$ cat src/rtl/pen_poll_pkg.sv
package pen_poll_pkg;

    // Sequencer states
    typedef enum logic [2:0] {
        ST_OFF         = 3'd0,  // disabled, pen masked
        ST_IDLE        = 3'd1,  // listening for pen, no timer
        ST_SCAN        = 3'd2,  // trigger issued, waiting for scan/timer
        ST_WAIT_MASKED = 3'd3,  // idle poll, pen masked
        ST_WAIT_OPEN   = 3'd4   // idle poll, pen listened to
    } poll_state_e;

    // Timer command from the sequencer
    typedef struct packed {
        logic start;
        logic stop;
    } tmr_cmd_t;

    // Remaining wait after a scan: interval minus duration, floored at zero
    function automatic logic [31:0] rearm_gap(input logic [31:0] ivl,
                                              input logic [31:0] dur);
        return (dur >= ivl) ? 32'd0 : (ivl - dur);
    endfunction

    // Pen line is listened to only in these states
    function automatic logic pen_open(input poll_state_e s);
        return (s == ST_IDLE) || (s == ST_WAIT_OPEN);
    endfunction

endpackage

$ cat src/rtl/pen_sync.sv
module pen_sync #(
    parameter int unsigned STAGES = 2
) (
    input  logic clk,
    input  logic rst,
    input  logic async_i,
    output logic sync_o
);
    generate
        if (STAGES < 2) begin : g_single
            logic q;
            always_ff @(posedge clk) begin
                if (rst) q <= 1'b0;
                else     q <= async_i;
            end
            assign sync_o = q;
        end else begin : g_chain
            logic [STAGES-1:0] q;
            always_ff @(posedge clk) begin
                if (rst) q <= '0;
                else     q <= {q[STAGES-2:0], async_i};
            end
            assign sync_o = q[STAGES-1];
        end
    endgenerate
endmodule

$ cat src/rtl/us_timer.sv
module us_timer #(
    parameter int unsigned CNT_W      = 16,
    parameter int unsigned CLK_PER_US = 125
) (
    input  logic             clk,
    input  logic             rst,
    input  logic             start_i,
    input  logic             stop_i,
    input  logic [CNT_W-1:0] load_us_i,
    output logic             armed_o,
    output logic             expire_o
);
    localparam int unsigned PRE_W = (CLK_PER_US > 1) ? $clog2(CLK_PER_US) : 1;
    localparam logic [PRE_W-1:0] PRE_LAST = PRE_W'(CLK_PER_US - 1);

    logic [PRE_W-1:0] pre_q;
    logic [CNT_W-1:0] cnt_q;
    logic             armed_q;
    logic             exp_q;

    always_ff @(posedge clk) begin
        if (rst) begin
            pre_q   <= '0;
            cnt_q   <= '0;
            armed_q <= 1'b0;
            exp_q   <= 1'b0;
        end else begin
            exp_q <= 1'b0;
            if (stop_i) begin
                armed_q <= 1'b0;
            end else if (start_i) begin
                pre_q <= '0;
                cnt_q <= load_us_i;
                if (load_us_i == '0) begin
                    armed_q <= 1'b0;
                    exp_q   <= 1'b1;
                end else begin
                    armed_q <= 1'b1;
                end
            end else if (armed_q) begin
                if (pre_q == PRE_LAST) begin
                    pre_q <= '0;
                    cnt_q <= cnt_q - 1'b1;
                    if (cnt_q == CNT_W'(1)) begin
                        armed_q <= 1'b0;
                        exp_q   <= 1'b1;
                    end
                end else begin
                    pre_q <= pre_q + 1'b1;
                end
            end
        end
    end

    assign armed_o  = armed_q;
    assign expire_o = exp_q;
endmodule

$ cat src/rtl/pen_poll_fsm.sv
module pen_poll_fsm
    import pen_poll_pkg::*;
#(
    parameter int unsigned CNT_W       = 16,
    parameter int unsigned INTERVAL_US = 10000,
    parameter int unsigned MIN_POLLS   = 3,
    parameter int unsigned EXTRA_POLLS = 3
) (
    input  logic             clk,
    input  logic             rst,
    input  logic             enable_i,
    input  logic             pen_i,
    input  logic             scan_done_i,
    input  logic [CNT_W-1:0] scan_dur_i,
    input  logic             expire_i,
    output tmr_cmd_t         tmr_cmd_o,
    output logic [CNT_W-1:0] tmr_load_o,
    output logic             trig_o,
    output logic             mask_o
);
    localparam int unsigned MAX_POLLS = MIN_POLLS + EXTRA_POLLS;
    localparam int unsigned PC_W      = $clog2(MAX_POLLS + 1);
    localparam logic [PC_W-1:0]  PC_MAX = PC_W'(MAX_POLLS);
    localparam logic [PC_W-1:0]  PC_MIN = PC_W'(MIN_POLLS);
    localparam logic [CNT_W-1:0] IVL    = CNT_W'(INTERVAL_US);

    poll_state_e      st_q, st_d;
    logic             mask_q, mask_d;
    logic             trig_q, trig_d;
    logic [PC_W-1:0]  cnt_q, cnt_d, cnt_inc;
    logic [CNT_W-1:0] gap;
    logic             pen_evt;

    assign cnt_inc = cnt_q + 1'b1;
    assign gap     = CNT_W'(rearm_gap(32'(IVL), 32'(scan_dur_i)));
    assign pen_evt = pen_i && !mask_q && pen_open(st_q);

    always_comb begin
        st_d       = st_q;
        mask_d     = mask_q;
        trig_d     = 1'b0;
        cnt_d      = cnt_q;
        tmr_cmd_o  = '0;
        tmr_load_o = '0;
        if (!enable_i) begin
            st_d           = ST_OFF;
            mask_d         = 1'b1;
            tmr_cmd_o.stop = 1'b1;
        end else if (st_q == ST_OFF) begin
            st_d   = ST_IDLE;
            mask_d = 1'b0;
        end else if (pen_evt) begin
            st_d           = ST_SCAN;
            mask_d         = 1'b1;
            trig_d         = 1'b1;
            cnt_d          = '0;
            tmr_cmd_o.stop = 1'b1;
        end else if (scan_done_i && st_q == ST_SCAN) begin
            tmr_cmd_o.start = 1'b1;
            tmr_load_o      = gap;
        end else if (expire_i) begin
            unique case (st_q)
                ST_SCAN: begin
                    if (cnt_q < PC_MAX) begin
                        cnt_d           = cnt_inc;
                        tmr_cmd_o.start = 1'b1;
                        tmr_load_o      = IVL;
                        if (cnt_inc >= PC_MIN) begin
                            st_d   = ST_WAIT_OPEN;
                            mask_d = 1'b0;
                        end else begin
                            st_d = ST_WAIT_MASKED;
                        end
                    end else begin
                        st_d   = ST_IDLE;
                        mask_d = 1'b0;
                    end
                end
                ST_WAIT_OPEN, ST_WAIT_MASKED: begin
                    st_d   = ST_SCAN;
                    mask_d = 1'b1;
                    trig_d = 1'b1;
                end
                default: ;
            endcase
        end
    end

    always_ff @(posedge clk) begin
        if (rst) begin
            st_q   <= ST_OFF;
            mask_q <= 1'b1;
            trig_q <= 1'b0;
            cnt_q  <= '0;
        end else begin
            st_q   <= st_d;
            mask_q <= mask_d;
            trig_q <= trig_d;
            cnt_q  <= cnt_d;
        end
    end

    assign trig_o = trig_q;
    assign mask_o = mask_q;
endmodule

$ cat src/rtl/pen_poll_trigger.sv
module pen_poll_trigger
    import pen_poll_pkg::*;
#(
    parameter int unsigned CLK_PER_US  = 125,
    parameter int unsigned INTERVAL_US = 10000,
    parameter int unsigned MIN_POLLS   = 3,
    parameter int unsigned EXTRA_POLLS = 3,
    parameter int unsigned CNT_W       = 16,
    parameter int unsigned SYNC_STAGES = 2
) (
    input  logic             clk,
    input  logic             rst,
    input  logic             pen_irq_i,
    input  logic             enable_i,
    input  logic             scan_done_i,
    input  logic [CNT_W-1:0] scan_dur_us_i,
    output logic             scan_trig_o,
    output logic             pen_mask_o
);
    logic             pen_s;
    tmr_cmd_t         tmr_cmd;
    logic [CNT_W-1:0] tmr_load;
    logic             tmr_armed;
    logic             tmr_exp;

    pen_sync #(.STAGES(SYNC_STAGES)) u_sync (
        .clk     (clk),
        .rst     (rst),
        .async_i (pen_irq_i),
        .sync_o  (pen_s)
    );

    us_timer #(.CNT_W(CNT_W), .CLK_PER_US(CLK_PER_US)) u_timer (
        .clk       (clk),
        .rst       (rst),
        .start_i   (tmr_cmd.start),
        .stop_i    (tmr_cmd.stop),
        .load_us_i (tmr_load),
        .armed_o   (tmr_armed),
        .expire_o  (tmr_exp)
    );

    pen_poll_fsm #(
        .CNT_W       (CNT_W),
        .INTERVAL_US (INTERVAL_US),
        .MIN_POLLS   (MIN_POLLS),
        .EXTRA_POLLS (EXTRA_POLLS)
    ) u_fsm (
        .clk         (clk),
        .rst         (rst),
        .enable_i    (enable_i),
        .pen_i       (pen_s),
        .scan_done_i (scan_done_i),
        .scan_dur_i  (scan_dur_us_i),
        .expire_i    (tmr_exp),
        .tmr_cmd_o   (tmr_cmd),
        .tmr_load_o  (tmr_load),
        .trig_o      (scan_trig_o),
        .mask_o      (pen_mask_o)
    );
endmodule

$ cat config.mk
export PLATFORM = sky130hd
export DESIGN_NAME = pen_poll_trigger
export DESIGN_NICKNAME = d
export VERILOG_FILES = /design/src/rtl/pen_poll_pkg.sv /design/src/rtl/pen_sync.sv /design/src/rtl/us_timer.sv /design/src/rtl/pen_poll_fsm.sv /design/src/rtl/pen_poll_trigger.sv
export SDC_FILE = /design/constraint.sdc
export NUM_CORES = 1
export LEC_CHECK = 0
export BUFFER_PORTS_ARGS = -buffer_cell sky130_fd_sc_hd__buf_4
export CAP_MARGIN = 0
export CORE_MARGIN = 5
export CORE_UTILIZATION = 60
export CTS_CLUSTER_SIZE = 14
export DETAILED_ROUTE_END_ITERATION = 10
export PLACE_DENSITY = 0.8
export SETUP_SLACK_MARGIN = 0.05
export SLEW_MARGIN = 15
export SYNTH_ARGS = -nofsm -noshare
export SYNTH_HDL_FRONTEND = slang
export SYNTH_SLANG_ARGS = --single-unit
$ cat constraint.sdc
create_clock -name clk -period 2.6 [get_ports clk]
set_input_delay 0.26 -clock clk [delete_from_list [all_inputs] [get_ports clk]]
set_output_delay 0.26 -clock clk [all_outputs]
set_load 0.01 [all_outputs]
-- Word-level counts from Yosys, hierarchy flattened
Cells that the tools add are included.
- muxes and demuxes: 56
- $lt $le $gt $ge: 3
- bitwise logic cells: 4
- add/subtract/negate cells: 4
- equality and inequality tests: 9
- reductions and logical operators: 28
- shifts and indexed selects: 0
- div/mod/pow operators: 0
- multiply operators: 0
- operator list (kind ; count):
    16-bit two-way mux ; 10
    1-bit two-way mux ; 29
    3-bit two-way mux ; 7
    7-bit two-way mux ; 3
    16-bit by 1-bit == test with 1-bit output, second input constant ; 1
    16-bit by 14-bit >= comparator with 1-bit output, second input constant ; 1
    16-bit zero test ; 1
    14-bit by 16-bit subtractor with 16-bit output, first input constant ; 1
    16-bit by 1-bit subtractor with 16-bit output, second input constant ; 1
    14-bit two-way mux ; 1
    3-bit AND reduction ; 4
    2-bit nonzero test ; 6
    2-bit two-way mux ; 4
    7-bit by 1-bit adder with 7-bit output, second input constant ; 1
    7-bit == test, second input constant ; 1
    3-bit by 2-bit == test with 1-bit output, second input constant ; 2
    3-bit case mux with 2 select lines ; 1
    6-bit AND reduction ; 1
    3-bit nonzero test ; 2
    2-bit OR reduction ; 3
    5-bit by 3-bit != test with 1-bit output, second input constant ; 1
    1-bit inverter ; 4
    4-bit AND reduction ; 1
    4-bit nonzero test ; 1
    other kinds (15) ; 17
- bits in writable memories: 0
- output and inout port bits: 2
- ROM bits: 0
- memories: 0
- bits in latches: 0
- logic and storage cells: 115
- flip-flop bits (word level): 35

-- Depth between registers and ports, before layout
Gate-level depths: netlist of run 1.
- depth after elaboration: 11
- depth in mapped cells: 10
- gate-level depth less buffers: 8

-- Hierarchy
Synthesis of run 1 repeated with hierarchy kept, for this count alone.
- cells, all modules: 338
- area, all modules: 2612.5 sq um
- by module, submodules not included (module ; cells an instance ; seq. area each (sq um) ; instances ; area an instance (sq um)):
    us_timer ; 194 ; 500.5 ; 1 ; 1571.5
    pen_poll_fsm ; 140 ; 160.2 ; 1 ; 988.4
    pen_sync ; 4 ; 40.0 ; 1 ; 52.6

-- Worst setup path before layout of run 1
OpenSTA, ideal clock, no wires.
- path type: input to register
- start point: input scan_dur_us_i[0]
- end point: register u_timer.armed_q, in the netlist u_timer.armed_o
- arrival time: 1.866 ns
- stages: 8
- path slack: 0.613 ns
- cells stage by stage: inv_1 -> ha_1 -> or3b_1 -> a2111oi_4 -> a31oi_1 -> a211oi_2 -> nor3_1 -> o311a_1
- word-level cells in the longest chain between the ends: 9
- elaborated cells between the ends (all ways): 10
- RTL lines (what ; RTL line ; source):
    start, declared ; pen_poll_trigger.sv:16 ; input logic [CNT_W-1:0] scan_dur_us_i,
    14-bit by 16-bit subtractor with 16-bit output or 16-bit by 14-bit >= comparator with 1-bit output (tied branches) ; pen_poll_pkg.sv:21 ; return (dur >= ivl) ? 32'd0 : (ivl - dur);
    16-bit two-way mux (*) ; pen_poll_pkg.sv:21 ;
    16-bit two-way mux (*) ; pen_poll_fsm.sv:58 ; end else if (scan_done_i && st_q == ST_SCAN) begin
    16-bit two-way mux (*) ; pen_poll_fsm.sv:52 ; end else if (pen_evt) begin
    16-bit two-way mux (*) ; pen_poll_fsm.sv:49 ; end else if (st_q == ST_OFF) begin
    16-bit two-way mux (*) ; pen_poll_fsm.sv:45 ; if (!enable_i) begin
    16-bit zero test (*) ; us_timer.sv:34 ; if (load_us_i == '0) begin
    1-bit two-way mux (*) ; us_timer.sv:34 ;
    1-bit two-way mux (*) ; us_timer.sv:31 ; end else if (start_i) begin
    end signal, assigned ; us_timer.sv:30 ; armed_q <= 1'b0;
    end signal, assigned ; us_timer.sv:35 ; armed_q <= 1'b0;
    end signal, assigned ; us_timer.sv:38 ; armed_q <= 1'b1;
    end, declared ; us_timer.sv:18 ; logic armed_q;
Every way passes the cells marked *; elsewhere a longest branch is shown, timed or not.
A chain may end at the register's enable or synchronous reset.

-- Worst setup path after layout of run 1
- start point: register u_timer.cnt_q[5]
- end point: register u_timer.armed_q, in the netlist u_timer.armed_o
- word-level cells in the longest chain between the ends: 5
- RTL lines (what ; RTL line ; source):
    start, declared ; us_timer.sv:17 ; logic [CNT_W-1:0] cnt_q;
    start signal, assigned ; us_timer.sv:33 ; cnt_q <= load_us_i;
    start signal, assigned ; us_timer.sv:43 ; cnt_q <= cnt_q - 1'b1;
    16-bit by 1-bit == test with 1-bit output ; us_timer.sv:44 ; if (cnt_q == CNT_W'(1)) begin
    1-bit two-way mux ; us_timer.sv:44 ;
    1-bit two-way mux ; us_timer.sv:41 ; if (pre_q == PRE_LAST) begin
    1-bit two-way mux ; us_timer.sv:40 ; end else if (armed_q) begin
    1-bit two-way mux ; us_timer.sv:31 ;
    end signal, assigned ; us_timer.sv:30 ;
    end signal, assigned ; us_timer.sv:35 ;
    end signal, assigned ; us_timer.sv:45 ; armed_q <= 1'b0;
Every way passes these cells.

==> flow_summary.ini, run 1 <==
[timing]
slew_viol_final = 0
finalCriticalPeriod_ns = 2.142
setup_viol = 0
max_slew.worst_pin.slew_ns = 0.8118
max_freq_mhz = 467.0
hold_viol_final = 0
final.setup.tns_ns = 0
rsz0062_at_grt = false
finalClockSkew_ns = 0.007210
slew_headroom_pct = 45.88
timing.final.crit_share_pct = 82.37

[final_layout]
syn_to_final_growth_pct = 10.04
antenna_cells = 0
multiInputGateArea_um2 = 1723
drive_gt1_share_pct = 11.49
layout.nets = 376
regArea_um2 = 700.7
nFillCells = 355
fin_util_pct = 69.47
stdcell_count = 398

[die]
dieHeight_um = 75.58
initial_utilization_pct = 63.14
coreArea_um2 = 4086
top_level_ports = 23
die-width_um = 75.58
core.rowCount = 23
die-area_um2 = 5712

[routing]
first_iter_violations = 212
viasPerCell = 6.198
drt-total-wl_mm = 5.923
wl_per_cell_um = 14.88
dr.pass1.iters = 4
drc = 0
vias = 2467
ant_nets = 0

[cts]
cts_tree = built
clockBufferDepth = 2
clk_latency_ns = 0.29
cts_resized = 0
ctsHoldBuffers = 0
cts_buffers = 5
clkSinkCount = 35
path_clk_slew_ns = 0.08
cts_root_buf = clkbuf_8
h-tree-depth = 2
postCtsSetupBuffers = 0

[critical_path]
crit_chain = nor3_1 > nand4b_1 > nor4_1 > o22ai_1 > o311a_1
startpoint_type = register
r2r_setup_slack_ns = 0.46
cp.required_ns = 2.78
crit_start = u_timer.cnt_q[5]
cp_num_cells = 5
worst_path_max_delay_cell = nor4_1
path_class = register to register
r2r_start = u_timer.cnt_q[5]
worstPathArrival_ns = 2.33
reg2reg_depth = 5
worst_path_largest_cell_delay_ns = 0.52
r2r_end = u_timer.armed_o
crit_buf_inv = 0
endpoint = u_timer.armed_o
crit_fanout = 5
end_kind = register
crit_family = simple AND/OR/NAND/NOR gates

[global_routing]
antenna_found_initial = 0
grt.total_usage_pct = 23.51
grt_pass1_vias = 2337
grt_max_degree = 26
gr-total-overflow = 0
grt_pass1_wl_mm = 10.50

[synth]
synth_edf_count = 0
syn_area_per_cell_um2 = 7.678
synth_top_cell_by_area = dfxtp_1
syn_inst = 336
async_flop_share_pct = 0
synth_nets = 365
synth_flop_cell = dfxtp_1
ys_types = 63
ys_seq_elements = 35
post-synth-top-area-fraction_pct = 27.16
synth_seq_area_share_pct = 27.16
netlist_area_um2 = 2580
ys.warnings.count = 0
synth_area_leaders = dfxtp_1 (27%), a21oi_1 (5.8%), nor2_1 (4.8%), xor2_1 (4.1%), ha_1 (3.9%)

[place]
port_buffers = 22
gp_congestion = 0.9155
dp_hpwl_mm = 4.423
dp.cells = 390

[power]
p_int_w = 0.0008778
p_leak_nw = 1.071
seq_power_share_pct = 46.6
clkPwrFrac_pct = 42.7
power_density_nw_per_um2 = 410.1
switching_share_pct = 24.62
pwr-share-comb_pct = 10.8
ir_drop_uv = 365.3
net-switching-power_w = 0.0002866

[run_status]
status = finished, final reports clean

[flow_run]
drv_cap = 0

[min_path]
min_path_type = primary input to register
[state kept, by name, summed over array words and instances (netlist names)]
| register | flops |
|---|---|
| u_fsm.mask_o | 1 |
| u_fsm.cnt_q | 3 |
| u_timer.armed_o | 1 |
| u_sync.g_chain.q | 2 |
| u_fsm.st_q | 3 |
| u_timer.cnt_q | 16 |
| u_timer.expire_o | 1 |
| u_timer.pre_q | 7 |
| u_fsm.trig_o | 1 |
[power by group through the flow]
| stage | registers, W | logic, W | clock network (W) |
|---|---|---|---|
| 6_report | 0.000542 | 0.000125 | 0.000497 |
| 5_1_grt | 0.000543 | 0.000139 | 0.000529 |
| 4_1_cts | 0.000542 | 0.000124 | 0.000504 |
| 3_5_place_dp | 0.000555 | 0.000123 | 0 |
| 3_3_place_gp | 0.000555 | 0.000122 | 0 |
| 2_1_floorplan | 0.000553 | 0.0000788 | 0 |
[worst min-delay path by stage]
stage | start | to | slack (ns) | depth (start not counted)
CTS | pen_irq_i | u_sync.g_chain.q[0] | 0.18 | 2
floorplan | rst | u_sync.g_chain.q[0] | 0.33 | 1
global placement | u_sync.g_chain.q[0] | u_sync.g_chain.q[1] | 0.44 | 1
finish | pen_irq_i | u_sync.g_chain.q[0] | 0.18 | 2
global route | pen_irq_i | u_sync.g_chain.q[0] | 0.22 | 2
detailed placement | u_sync.g_chain.q[0] | u_sync.g_chain.q[1] | 0.44 | 1
[kinds of logic after synthesis]
group,synth area share (%)
AND/OR/NAND/NOR,27.55
AO/OA/AOI/OAI,28.13
flip-flops,27.16
buffers and inverters,6.111
XOR/XNOR,6.790
adder cells (fa/ha/maj),3.880
multiplexers,0.3880
[final cells by class]
class                           instances  area share [%]
Multi-Input combinational cell        267           60.69
Sequential cell                        35           24.68
Timing Repair Buffer                   26           6.875
Clock buffer                            5           2.424
Tap cell                               50           2.204
Inverter                               12           1.587
Clock inverter                          3           1.543
[layout by cell type (no fill, tap or decap), drive strengths merged, types with 4 or more instances in the layout]
cell	Yosys	layout
nor3	19	19
xor2	12	12
a211oi	9	9
nand2	24	24
nand3	9	9
xnor2	8	8
and3	5	5
a21oi	30	30
inv	12	12
nand3b	4	4
nor2	34	34
a31oi	4	4
o21ai	16	16
o211ai	5	5
nand4	5	5
clkbuf	8	5
and2	4	4
or3	5	5
nor2b	7	7
nand2b	4	4
ha	8	8
dfxtp	35	35
buf	14	26
[synth_stat cells (all sizes together), types with 8 or more instances]
cell	count
clkbuf	8
a211oi	9
buf	14
o21ai	16
nand2	24
xor2	12
a21oi	30
nor2	34
nor3	19
inv	12
ha	8
nand3	9
dfxtp	35
xnor2	8
[metal layers]
| metal | up-vias | part of all wire [%] | global-route usage [%] |
|---|---|---|---|
| met4 | 0 | 1.0 | 6.214 |
| met5 | - | 0 | 0 |
| met1 | 1136 | 49 | 32.93 |
| met2 | 60 | 44 | 36.53 |
| li1 | 1263 | - | - |
| met3 | 8 | 6.1 | 5.277 |
[per-stage QoR]
step	total power [W]	instance area, um2	setup WS [ns]	hold slack (ns)
after CTS	0.001170	2838	0.3247	0.1790
after detailed placement	0.0006776	2725	0.3524	0.4376
after global routing	0.001211	2839	0.2687	0.2164
final	0.001164	2839	0.4585	0.1792
after global placement	0.0006763	2725	0.3873	0.4433
after floorplan	0.0006319	2580	0.6125	0.3316
(Power assumes the default switching activity.)
==> run 2: changes to the inputs <==
==> constraint.sdc (replaced) <==
create_clock -name clk -period 2.2 [get_ports clk]
set_input_delay 0.22 -clock clk [delete_from_list [all_inputs] [get_ports clk]]
set_output_delay 0.22 -clock clk [all_outputs]
set_load 0.01 [all_outputs]
==> flow_summary.ini, run 2 (synthesis gave the netlist of run 1 again) <==
[run_status]
status = finished, final reports clean

[routing]
wl_per_cell_um = 15.17
drt-total-wl_mm = 6.280
dr.pass1.iters = 5
vias = 2585
viasPerCell = 6.244
first_iter_violations = 246
ant_nets = 0
drc = 0

[timing]
slew_viol_final = 0
setup_viol = 0
timing.final.crit_share_pct = 91.97
slew_headroom_pct = 62.41
max_freq_mhz = 494.2
finalClockSkew_ns = 0.004824
hold_ws_ns = 0.1367
hold_viol_final = 0
finalCriticalPeriod_ns = 2.023
rsz0062_at_grt = false
max_slew.worst_pin.slew_ns = 0.5638

[cts]
clkSinkCount = 35
h-tree-depth = 2
cts_root_buf = clkbuf_8
ctsHoldBuffers = 0
clockBufferDepth = 2
cts_tree = built
cts_buffers = 5
clk_latency_ns = 0.29
postCtsSetupBuffers = 0
path_clk_slew_ns = 0.07

[min_path]
holdPathStages = 2
min_path_type = primary input to register

[die]
core.rowCount = 23
top_level_ports = 23
dieHeight_um = 75.58
die-area_um2 = 5712
initial_utilization_pct = 63.14
die-width_um = 75.58
coreArea_um2 = 4086

[final_layout]
largest_reg_flops = 16
nFillCells = 314
layout.nets = 392
most-common-layout-cells = buf_4 (42), nor2_1 (33), dfxtp_1 (33)
final_common_cell = buf_4
regMostFlops = u_timer.cnt_q
antenna_cells = 0
syn_to_final_growth_pct = 14.89
reg_top3 = u_timer.cnt_q x16, u_timer.pre_q x7
drive_gt1_share_pct = 15.93

[power]
power_density_nw_per_um2 = 443.0
p_leak_nw = 1.149
ir_drop_uv = 390.1
p_total_w = 0.001313

[global_routing]
antenna_found_initial = 0
gr-total-overflow = 0
grt_max_degree = 26
grt_pass1_vias = 2410
grt.total_usage_pct = 24.19
grt_pass1_wl_mm = 10.90

[critical_path]
crit_family = simple AND/OR/NAND/NOR gates
r2r_setup_slack_ns = 0.18
worst_path_largest_cell_delay_ns = 0.45
worstPathArrival_ns = 2.24
end_kind = register
worst_path_max_delay_cell = dfxtp_1
crit_chain = ha_1 > xor2_1 > or3_1 > a21oi_1 > nor4b_1 > a21oi_1 > a21boi_1
crit_fanout = 6
reg2reg_depth = 7
cp_num_cells = 7
path_class = register to register
cp.required_ns = 2.41
cp_common_cell = a21oi_1
startpoint_type = register
crit_buf_inv = 0

[place]
port_buffers = 22
dp_hpwl_mm = 4.540
gp_congestion = 0.9716

[flow_run]
drv_cap = 0
-- run 2: where the power goes --
group	internal, W	switching (W)
Combinational	0.0000704	0.0000863
Clock	0.000286	0.000229
Sequential	0.000637	0.00000435
Total	0.000994	0.000319
-- run 2: worst paths after layout --
| kind | to | startpoint |
|---|---|---|
| worst max register to register | u_fsm.st_q[0] | u_fsm.cnt_q[1] |
| worst min-delay path | u_sync.g_chain.q[0] | pen_irq_i |
| worst min register to register | u_sync.g_chain.q[1] | u_sync.g_chain.q[0] |
| worst max-delay path | u_fsm.st_q[0] | u_fsm.cnt_q[1] |
-- run 2: layout make-up --
cell class / count / area (um2) / share of cell area (%)
inverters: 12 / 45.04 / 1.520
well taps: 50 / 62.56 / 2.111
multi-input cells: 267 / 1738 / 58.63
repair buffers: 42 / 315.3 / 10.64
flip-flops and latches: 35 / 703.2 / 23.72
clock buffers: 8 / 100.1 / 3.377
-- run 2: routing by layer --
metal | global-route usage, % | vias to the layer above | routed length (um)
li1 | - | 1295 | -
met1 | 34.41 | 1187 | 2948
met2 | 36.72 | 90 | 2794
met3 | 4.354 | 13 | 414
met4 | 8.544 | 0 | 123
met5 | 0 | - | 0
-- run 2: stage by stage --
stage          area, um2  instances  setup slack [ns]  utilization, %   TNS, ns
5_1_grt             2964        414           0.06426           72.54         0
6_report            2964        414            0.1767           72.54         0
3_5_place_dp        2845        406          -0.01213           69.63  -0.01213
4_1_cts             2955        414           0.04163           72.32         0
3_3_place_gp        2845        406           0.04154           69.63         0
2_1_floorplan       2580        336            0.2525               -         0
-- run 2: what timing repair did --
action                                  in CTS  in global routing
hold endpoints to repair                     0                  0
pin swaps                                    0                  1
endpoints found under the setup margin       1                 22
gates resized for setup                      1                  4
==> run 3: changes to the inputs <==
--- a/config.mk
+++ b/config.mk
@@ -11,6 +11,7 @@
 export CORE_UTILIZATION = 60
 export CTS_CLUSTER_SIZE = 14
 export DETAILED_ROUTE_END_ITERATION = 10
+export MAX_ROUTING_LAYER = met4
 export PLACE_DENSITY = 0.8
 export SETUP_SLACK_MARGIN = 0.05
 export SLEW_MARGIN = 15
==> flow_summary.ini, run 3 (synthesis gave the netlist of run 1 again) <==
[final_layout]
largest_reg_flops = 16
syn_to_final_growth_pct = 13.53
final_common_cell = buf_4
layout.nets = 391
reg_top3 = u_timer.cnt_q x16, u_timer.pre_q x7
antenna_cells = 0
drive_gt1_share_pct = 15.15
regMostFlops = u_timer.cnt_q
most-common-layout-cells = buf_4 (41), dfxtp_1 (35), nor2_1 (33)

[place]
gp_congestion = 0.9554
port_buffers = 22
dp_hpwl_mm = 4.715

[die]
die-area_um2 = 5712
core.rowCount = 23
coreArea_um2 = 4086
top_level_ports = 23
dieHeight_um = 75.58
initial_utilization_pct = 63.14
die-width_um = 75.58

[critical_path]
crit_family = compound AO/OA/AOI/OAI gates
cp.required_ns = 2.39
worst_path_largest_cell_delay_ns = 0.50
end_kind = register
path_class = register to register
crit_buf_inv = 1
worst_path_max_delay_cell = dfxtp_1
worstPathArrival_ns = 2.19
crit_fanout = 9
crit_chain = nor3b_2 > and2_2 > o21a_1 > buf_4 > o21ai_0 > a22oi_1 > nor2_1
startpoint_type = register

[global_routing]
grt.total_usage_pct = 24.66
grt_pass1_vias = 2349
antenna_found_initial = 0
grt_pass1_wl_mm = 10.69
gr-total-overflow = 0
grt_max_degree = 26

[timing]
slew_viol_final = 0
max_freq_mhz = 499.9
hold_ws_ns = 0.1333
final.setup.tns_ns = 0
slew_headroom_pct = 61.30
hold_viol_final = 0
max_slew.worst_pin.slew_ns = 0.5806
timing.final.crit_share_pct = 90.93
rsz0062_at_grt = false
finalClockSkew_ns = 0.005732
finalCriticalPeriod_ns = 2.000
setup_viol = 0

[cts]
clk_latency_ns = 0.30
cts_tree = built
clkSinkCount = 35
clockBufferDepth = 2
cts_root_buf = clkbuf_8
cts_buffers = 5
path_clk_slew_ns = 0.08
h-tree-depth = 2
ctsHoldBuffers = 0

[power]
net-switching-power_w = 0.0003474
switching_share_pct = 27.23
p_leak_nw = 1.130
clkPwrFrac_pct = 37.3
ir_drop_uv = 391.9
power_density_nw_per_um2 = 435.6
p_int_w = 0.0009285
seq_power_share_pct = 50.2
pwr-share-comb_pct = 12.5

[routing]
drc = 0
ant_nets = 0
vias = 2607
viasPerCell = 6.312
first_iter_violations = 297
wl_per_cell_um = 15.60
drt-total-wl_mm = 6.443
dr.pass1.iters = 5

[run_status]
status = finished, final reports clean

[flow_run]
drv_cap = 0

[min_path]
min_path_type = primary input to register
run 3: changes by cell type in the layout (fill, tap and decap cells not counted), sizes merged:
cell / before / now
clkinv: 0 / 1
clkbuf: 8 / 6
buf: 42 / 41
clkinvlp: 0 / 1
run 3: worst paths after layout:
path	startpoint	endpoint	slack, ns	depth (start not counted)
worst max register to register	u_fsm.st_q[1]	u_timer.cnt_q[7]	0.20	7
worst max-delay path	u_fsm.st_q[1]	u_timer.cnt_q[7]	0.20	7
worst min register to register	u_sync.g_chain.q[0]	u_sync.g_chain.q[1]	0.44	1
worst min-delay path	pen_irq_i	u_sync.g_chain.q[0]	0.13	2
run 3: power by group through the flow:
stage               sequential (W)  combinational (W)  clock (W)
floorplan                 0.000654          0.0000931          0
global placement          0.000656           0.000152          0
global route              0.000642           0.000171   0.000507
finish                    0.000641           0.000160   0.000475
CTS                       0.000641           0.000156   0.000479
detailed placement        0.000656           0.000155          0
run 3: cell type report:
type	count	area (um2)
clock buffers	6	72.57
flip-flops and latches	35	700.7
clock inverters	2	12.51
well taps	50	62.56
fillers	337	1157
multi-input cells	267	1728
repair buffers	41	307.8
inverters	12	45.04
run 3: worst register-to-register path, stage by stage, from the launching register on:
cell	delay, ns
dfxtp_1	0.50
nor3b_2	0.27
and2_2	0.26
o21a_1	0.29
buf_4	0.21
o21ai_0	0.10
a22oi_1	0.21
nor2_1	0.06
run 3: per-stage QoR:
stage               power [W]  instance area (um2)  cells  setup slack, ns  utilization [%]
finish               0.001276                 2929    413           0.1995            71.68
global route         0.001320                 2929    413          0.06684            71.68
CTS                  0.001276                 2923    413          0.08687            71.52
detailed placement  0.0008110                 2838    405          0.02107            69.44
global placement    0.0008078                 2838    405          0.04524            69.44
floorplan           0.0007468                 2580    336           0.2525                -
run 3: layer usage:
metal	wire length, um	global-route usage (%)
met4	105	8.932
met3	424	3.694
met2	2866	36.53
met5	0	-
met1	3045	34.00
run 3: timing repair:
action | in CTS | in global routing
gates resized for setup | 0 | 2
setup endpoints to repair | 0 | 10
buffers inserted | 0 | 0
